`src/rtl/nand_col_ptr_pkg.sv`:
```
`timescale 1ns/1ps
package nand_col_ptr_pkg;

  // Region encoding; the value doubles as the upper column bits.
  typedef enum logic [1:0] {
    AREA_LO    = 2'd0,
    AREA_MID   = 2'd1,
    AREA_SPARE = 2'd2
  } area_e;

  localparam logic [7:0] CMD_SEL_LO    = 8'h00;
  localparam logic [7:0] CMD_SEL_MID   = 8'h01;
  localparam logic [7:0] CMD_SEL_SPARE = 8'h50;
  localparam logic [7:0] CMD_PROG      = 8'h80;
  localparam logic [7:0] CMD_PROG_GO   = 8'h10;
  localparam logic [7:0] CMD_ERASE_GO  = 8'hD0;
  localparam logic [7:0] CMD_RESET     = 8'hFF;

  // Strobes handed from the decoder to the pointer datapath.
  typedef struct packed {
    logic selLo;
    logic selMid;
    logic selSpare;
    logic hardRst;
    logic opEnd;
    logic progStart;
    logic anyCmd;
  } ptr_ctrl_t;

endpackage

```
`src/rtl/nand_col_ptr_ctrl.sv`:
```
`timescale 1ns/1ps
module nand_col_ptr_ctrl
  import nand_col_ptr_pkg::*;
#(
  parameter int CMD_W = 8
) (
  input  logic             cmdValid,
  input  logic [CMD_W-1:0] cmdByte,
  input  logic             readDone,
  output ptr_ctrl_t        ctrl
);

  logic [7:0] code;

  generate
    if (CMD_W >= 8) begin : g_wide
      assign code = cmdByte[7:0];
    end else begin : g_narrow
      assign code = {{(8-CMD_W){1'b0}}, cmdByte};
    end
  endgenerate

  always_comb begin
    ctrl           = '0;
    ctrl.anyCmd    = cmdValid;
    ctrl.selLo     = cmdValid && (code == CMD_SEL_LO);
    ctrl.selMid    = cmdValid && (code == CMD_SEL_MID);
    ctrl.selSpare  = cmdValid && (code == CMD_SEL_SPARE);
    ctrl.hardRst   = cmdValid && (code == CMD_RESET);
    ctrl.progStart = cmdValid && (code == CMD_PROG);
    // An operation ends on program confirm, erase confirm, or end of a read.
    ctrl.opEnd     = readDone ||
                     (cmdValid && ((code == CMD_PROG_GO) || (code == CMD_ERASE_GO)));
  end

endmodule

```
`src/rtl/nand_col_ptr_dp.sv`:
```
`timescale 1ns/1ps
module nand_col_ptr_dp
  import nand_col_ptr_pkg::*;
#(
  parameter int COL_W   = 8,
  parameter int SPARE_W = 4,
  localparam int OUT_W  = COL_W + 2
) (
  input  logic             clk,
  input  logic             rstN,
  input  ptr_ctrl_t        ctrl,
  input  logic [COL_W-1:0] colByte,
  output logic [1:0]       area,
  output logic [OUT_W-1:0] effColumn,
  output logic             progErr
);

  area_e            areaQ;
  logic             oneShotQ;   // middle region chosen for one operation
  logic             lastMidQ;   // previous command strobe was the middle select
  logic             errQ;
  logic [COL_W-1:0] colSel;

  always_ff @(posedge clk) begin
    if (!rstN) begin
      areaQ    <= AREA_LO;
      oneShotQ <= 1'b0;
      lastMidQ <= 1'b0;
      errQ     <= 1'b0;
    end else begin
      errQ <= ctrl.progStart && (areaQ == AREA_MID) && !lastMidQ;
      if (ctrl.anyCmd) lastMidQ <= ctrl.selMid;
      // A new selection takes priority over an end-of-operation event.
      if (ctrl.selLo) begin
        areaQ    <= AREA_LO;
        oneShotQ <= 1'b0;
      end else if (ctrl.selMid) begin
        areaQ    <= AREA_MID;
        oneShotQ <= 1'b1;
      end else if (ctrl.selSpare) begin
        areaQ    <= AREA_SPARE;
        oneShotQ <= 1'b0;
      end else if (ctrl.hardRst) begin
        areaQ    <= AREA_LO;
        oneShotQ <= 1'b0;
      end else if (ctrl.opEnd && oneShotQ) begin
        areaQ    <= AREA_LO;
        oneShotQ <= 1'b0;
      end
    end
  end

  // The spare region only decodes its low SPARE_W column bits.
  generate
    if (SPARE_W < COL_W) begin : g_mask
      always_comb begin
        colSel = colByte;
        if (areaQ == AREA_SPARE) colSel = {{(COL_W-SPARE_W){1'b0}}, colByte[SPARE_W-1:0]};
      end
    end else begin : g_full
      assign colSel = colByte;
    end
  endgenerate

  // The region code sits directly above the column bits, so no adder is needed.
  assign effColumn = {areaQ, colSel};
  assign area      = areaQ;
  assign progErr   = errQ;

  // Assertions
  p_area_legal_r1: assert property (@(posedge clk) disable iff (!rstN)
    area != 2'b11);

  p_sticky_spare_r3: assert property (@(posedge clk) disable iff (!rstN)
    ctrl.selSpare |=> area == AREA_SPARE);

  p_oneshot_end_r4: assert property (@(posedge clk) disable iff (!rstN)
    (oneShotQ && ctrl.opEnd && !ctrl.selLo && !ctrl.selMid && !ctrl.selSpare)
      |=> area == AREA_LO);

  p_reset_cmd_r5: assert property (@(posedge clk) disable iff (!rstN)
    ctrl.hardRst |=> area == AREA_LO);

  p_spare_range_r6: assert property (@(posedge clk) disable iff (!rstN)
    (area == AREA_SPARE) |-> (effColumn >= OUT_W'(512)) &&
                             (effColumn < OUT_W'(512 + (1 << SPARE_W))));

  p_err_cause_r8: assert property (@(posedge clk) disable iff (!rstN)
    progErr |-> $past(ctrl.progStart && area == AREA_MID));

  p_hold_r10: assert property (@(posedge clk) disable iff (!rstN)
    !(ctrl.selLo || ctrl.selMid || ctrl.selSpare || ctrl.hardRst || ctrl.opEnd)
      |=> $stable(area));

endmodule

```
`src/rtl/nand_col_ptr.sv`:
```
`timescale 1ns/1ps
module nand_col_ptr
  import nand_col_ptr_pkg::*;
#(
  parameter int CMD_W   = 8,
  parameter int COL_W   = 8,
  parameter int SPARE_W = 4,
  localparam int OUT_W  = COL_W + 2
) (
  input  logic             clk,
  input  logic             rstN,
  input  logic             cmdValid,
  input  logic [CMD_W-1:0] cmdByte,
  input  logic             readDone,
  input  logic [COL_W-1:0] colByte,
  output logic [1:0]       area,
  output logic [OUT_W-1:0] effColumn,
  output logic             progErr
);

  ptr_ctrl_t ctrl;

  nand_col_ptr_ctrl #(.CMD_W(CMD_W)) u_ctrl (
    .cmdValid (cmdValid),
    .cmdByte  (cmdByte),
    .readDone (readDone),
    .ctrl     (ctrl)
  );

  nand_col_ptr_dp #(.COL_W(COL_W), .SPARE_W(SPARE_W)) u_dp (
    .clk       (clk),
    .rstN      (rstN),
    .ctrl      (ctrl),
    .colByte   (colByte),
    .area      (area),
    .effColumn (effColumn),
    .progErr   (progErr)
  );

endmodule

```
`config.mk`:
```
export PLATFORM = sky130hd
export DESIGN_NAME = nand_col_ptr
export DESIGN_NICKNAME = d
export VERILOG_FILES = /design/src/rtl/nand_col_ptr_pkg.sv /design/src/rtl/nand_col_ptr_ctrl.sv /design/src/rtl/nand_col_ptr_dp.sv /design/src/rtl/nand_col_ptr.sv
export SDC_FILE = /design/constraint.sdc
export NUM_CORES = 1
export LEC_CHECK = 0
export BUFFER_PORTS_ARGS = -buffer_cell sky130_fd_sc_hd__buf_2
export CORE_AREA = 2 2 39 41
export CTS_BUF_LIST = sky130_fd_sc_hd__clkbuf_8 sky130_fd_sc_hd__clkbuf_16
export DETAILED_ROUTE_END_ITERATION = 8
export DIE_AREA = 0 0 41 43
export HOLD_SLACK_MARGIN = 0.08
export REMOVE_ABC_BUFFERS = 1
export SETUP_SLACK_MARGIN = 0.02
export SKIP_CTS_REPAIR_TIMING = 1
export SYNTH_ARGS = -nofsm -noshare
export SYNTH_HDL_FRONTEND = slang
export SYNTH_SLANG_ARGS = --single-unit
```
`constraint.sdc`:
```
create_clock -name clk -period 1.5 [get_ports clk]
set_input_delay 0 -clock clk [delete_from_list [all_inputs] [get_ports clk]]
set_output_delay 0 -clock clk [all_outputs]
set_load 0.1 [all_outputs]
```
== Word level (Yosys, flattened, before mapping) ==
Index checks and enable logic that the tools add are counted.

* Eq/ne operators: 8
* Multiplexer cells: 9
* Reductions and logical operators: 17
* Bitwise gates (word level): 1

{| class="wikitable"
|+ Operator list
! kind !! count
|-
| == test 8 bit, second input constant || 3
|-
| logical AND 1 bit || 9
|-
| == test 8 x 1 -> 1 bit, second input constant || 1
|-
| == test 8 x 5 -> 1 bit, second input constant || 1
|-
| == test 8 x 7 -> 1 bit, second input constant || 1
|-
| zero test 8 bit || 1
|-
| 2-to-1 mux 8 bit || 1
|-
| 2-to-1 mux 2 bit || 3
|-
| 2-to-1 mux 1 bit || 5
|-
| nonzero test 4 bit || 1
|-
| nonzero test 3 bit || 1
|-
| OR reduction 3 bit || 1
|-
| == test 2 x 1 -> 1 bit, second input constant || 1
|-
| == test 2 bit, second input constant || 1
|-
| logical OR 1 bit || 2
|-
| OR reduction 2 bit || 1
|-
| zero test 1 bit || 1
|-
| inverter 1 bit || 1
|}

* Logic and storage cells: 40
* Input bits: 20
* Output and inout port bits: 13
* Register bits: 5

== Depth between registers and ports, before layout ==
* Word-level depth: 9
* Gate-level depth with buffers: 4
* Mapped depth without buffers: 4

== Cells and area by module ==
From an unflattened synthesis, not the netlist that was laid out.

* Cells, all modules: 46
* Area, all modules: 362.8 um^2

{| class="wikitable"
|+ Modules (own cells, without submodules)
! module !! area each (um^2) !! instances !! seq. area each (um^2) !! cells each
|-
| nand_col_ptr_dp || 240.2 || 1 || 80.1 || 28
|-
| nand_col_ptr_ctrl || 122.6 || 1 || 0.0 || 18
|}

== Worst setup path after synthesis ==
Ideal clock, no wire load.

* Path type: register to output
* Start: register u_dp.areaQ[1], in the netlist u_dp.area[1]
* End: output port effColumn[4]
* Cell stages (with the launch flop): 3
* Data arrival time: 1676 ps
* Path slack: -176 ps
* Buffers on the path: 0
* Required time: 1500 ps
* Path through: dfxtp_1 nand2b_1 and2_1

* Word-level cells in the longest chain between the ends: 2

{| class="wikitable"
|+ RTL lines
! element !! RTL line !! RTL
|-
| start, declared || nand_col_ptr_dp.sv:18 || <nowiki>area_e areaQ;</nowiki>
|-
| start signal, assigned || nand_col_ptr_dp.sv:26 || <nowiki>areaQ <= AREA_LO;</nowiki>
|-
| start signal, assigned || nand_col_ptr_dp.sv:35 || <nowiki>areaQ <= AREA_LO;</nowiki>
|-
| start signal, assigned || nand_col_ptr_dp.sv:38 || <nowiki>areaQ <= AREA_MID;</nowiki>
|-
| == test 2 bit || nand_col_ptr_dp.sv:58 || <nowiki>if (areaQ == AREA_SPARE) colSel = {{(COL_W-SPARE_W){1'b0}}, colByte[SPARE_W-1:0]};</nowiki>
|-
| 2-to-1 mux 8 bit || nand_col_ptr_dp.sv:58 ||
|-
| end, declared || nand_col_ptr.sv:17 || <nowiki>output logic [OUT_W-1:0] effColumn,</nowiki>
|}

No other way between the ends.

==> metrics.md <==
| Metric | Value |
|---|---|
| WHS Path Cells | `3` |
| Detailed Place HPWL | `660.9 µm` |
| Vias in the first global route | `324` |
| Fin Clk Skew | `3.148 ps` |
| Critical path startpoint category | `register` |
| Setup TNS | `0 ps` |
| Post-Syn Area | `330.3 µm²` |
| Asr flop ratio synth | `0` |
| Worst path cell trace | `nand2b_1, and2_1, buf_2` |
| Final Hold Fails | `0` |
| Slew Limit Fails | `0` |
| Die W | `41 µm` |
| All-layer global routing usage | `0.09829` |
| TritonRoute pass-1 iters | `4` |
| Finished Cell Area | `509.2 µm²` |
| Die Area | `1763 µm²` |
| Htree depth | `1` |
| Drt drc | `0` |
| Distinct cells, synth | `23` |
| Clock sink total | `4` |
| Core area | `1384 µm²` |
| Register area | `80.08 µm²` |
| PortBufs | `24` |
| Largest net degree at the start of global routing | `7` |
| Clk buf depth | `2` |
| Post-Route WL | `837 µm` |
| Hold Crit Start | `cmdByte[7]` |
| Die span in y | `43 µm` |
| Min-Delay Endpoint | `u_dp.progErr$_SDFF_PN0_` |
| Critical path class | `reg -> out` |
| DR vias/cell | `4.578` |
| Register-to-Register Path Depth | `3` |
| Pwr Total | `0.4764 mW` |
| Pwr per Cell Area | `935.5 nW/µm²` |
| Slew margin rel. | `0.3476` |
| Area of the multi-input gates | `193.9 µm²` |
| Top cells by area, synth | `dfxtp_1 24%, buf_4 16%, and2_1 7.6%` |
| Final #Nets | `89` |
| Starting Density | `0.2387` |
| Commonest cells post-synth | `7 x buf_4, 4 x and2_1, 4 x dfxtp_1, 3 x nand2_1` |
| Rows | `14` |
| HP Class | `in -> reg` |
| Drt wl/cell | `10.08 µm` |
| Number of flops mapped to enable cells by yosys | `0` |
| Clock latency on the worst-skew pair | `210 ps` |
| Lkg Pwr | `0.2468 nW` |
| Critical path endpoint category | `output port` |
| I/O pin count | `33` |
| CTS Buf Count | `3` |
| Initial antenna violation count | `0` |
| Root buf cell | `clkbuf_8` |
| Fill cells | `150` |
| Placed Area | `417.9 µm²` |
| Iter 0 DRT Violations | `1` |
| Max stage delay on crit path | `410 ps` |
| Syn Area/Cell | `7.865 µm²` |
| Crit Path Max Fanout | `6` |
| Post-layout minimum cycle time | `1313 ps` |
| Tightest Pin Transition | `975.5 ps` |
| FF+latch count, synth | `4` |
| Crit path DAT | `1310 ps` |
| Worst-path clk slew | `30 ps` |
| Final setup viols | `0` |
| Worst R2R End | `u_dp.area[1]$_SDFFE_PP0P_` |
| P&R area growth vs syn | `54.17%` |
| Fmax | `0.7615 GHz` |
| First-pass GRT wire length | `1.179 mm` |
| Cell taking the most area after synthesis | `dfxtp_1` |
| Max Cap Violations | `0` |
| Peak supply drop | `0.8032 mV` |
| Yosys warns | `0` |
| TritonCTS clock tree | `yes` |
| Register area share after synthesis | `0.2424` |
| Yosys top cell area share | `0.2424` |
| Mapped Cells | `42` |
| Reg-to-reg startpoint | `u_dp.oneShotQ$_SDFFE_PP0P_` |
| GRT overflow | `0` |
| RSZ-0062 raised after global routing | `no` |
| Status | `completed` |
| Post-route ant nets | `0` |
| Required time worst endpoint | `1500 ps` |
| GP Congestion | `0.8032` |
| Share of layout cells above drive strength 1 | `0.4478` |
| Most frequent cell after synthesis | `buf_4` |
| Ant. Diodes | `0` |
| Main synth FF type | `dfxtp_1` |
| Via Count | `380` |
| Slowest CP cell | `buf_2` |
| Reg2Reg Setup Slack | `240 ps` |
| Final period util | `0.8755` |
worst max path at each step:
stage | from | endpoint
after floorplan | u_dp.oneShotQ$_SDFFE_PP0P_ | effColumn[4]
after global placement | u_dp.oneShotQ$_SDFFE_PP0P_ | u_dp.oneShotQ$_SDFFE_PP0P_
after detailed placement | u_dp.oneShotQ$_SDFFE_PP0P_ | u_dp.area[1]$_SDFFE_PP0P_
after CTS | u_dp.oneShotQ$_SDFFE_PP0P_ | effColumn[4]
after global routing | u_dp.oneShotQ$_SDFFE_PP0P_ | effColumn[7]
final | u_dp.oneShotQ$_SDFFE_PP0P_ | effColumn[4]
registers in the layout, summed over array words and instances (netlist names):
name           count
u_dp.lastMidQ      1
u_dp.oneShotQ      1
u_dp.progErr       1
u_dp.area          1
logic make-up (layout without fill, tap and decap cells):
kind of cell / Yosys count / count (layout) / synth area share
simple gates: 22 / 22 / 0.3864
compound gates: 7 / 7 / 0.1742
buf+inv: 8 / 33 / 0.1704
xor+xnor: 1 / 1 / 0.02652
flops: 4 / 4 / 0.2424
per-layer routing:
metal  vias up  global-route usage  share of wire
li1        195                   -              -
met1       177             0.08974           0.38
met2         8              0.1625           0.54
met3         0             0.06283          0.080
met4         0             0.04000              0
met5         -                   0              0
per-stage QoR:
step	utilization	std cells	worst slack (ps)	hold WS (ps)
after floorplan	-	35	-1165	0
after global placement	0.3020	75	281.9	0.8543
after detailed placement	0.3020	75	231.8	0.8543
after CTS	0.3318	78	175.4	0.8543
after global routing	0.3680	83	77.85	91.71
final	0.3680	83	186.8	80.63
cell usage in the layout (no fill, tap or decap), types with 2 or more instances in the layout:
cell,count
nand2_1,3
clkbuf_8,3
and2_1,4
nand3_1,2
nand4_1,2
buf_2,24
nor2_2,2
nor2_1,2
a32o_1,2
dlygate4sd3_1,5
dfxtp_1,4
where the power goes:
group | total (mW) | switching [mW] | internal, mW
Sequential | 0.107 | 0.000135 | 0.107
Clock | 0.221 | 0.0504 | 0.171
Combinational | 0.148 | 0.111 | 0.0367
Total | 0.476 | 0.162 | 0.315
worst max-delay path, delay by kind of cell (launching register included):
kind / cells / cell delay (ps)
buffers and inverters: 1 / 410
and+or+nand+nor: 2 / 300
DFF: 1 / 390
cell type report:
class	instances	share of cell area
flip-flops and latches	4	0.1572
multi-input cells	30	0.3808
inverters	1	0.007371
clock buffers	3	0.08108
repair buffers	29	0.3342
well taps	16	0.03931
Power figures use the tool's default switching activity.
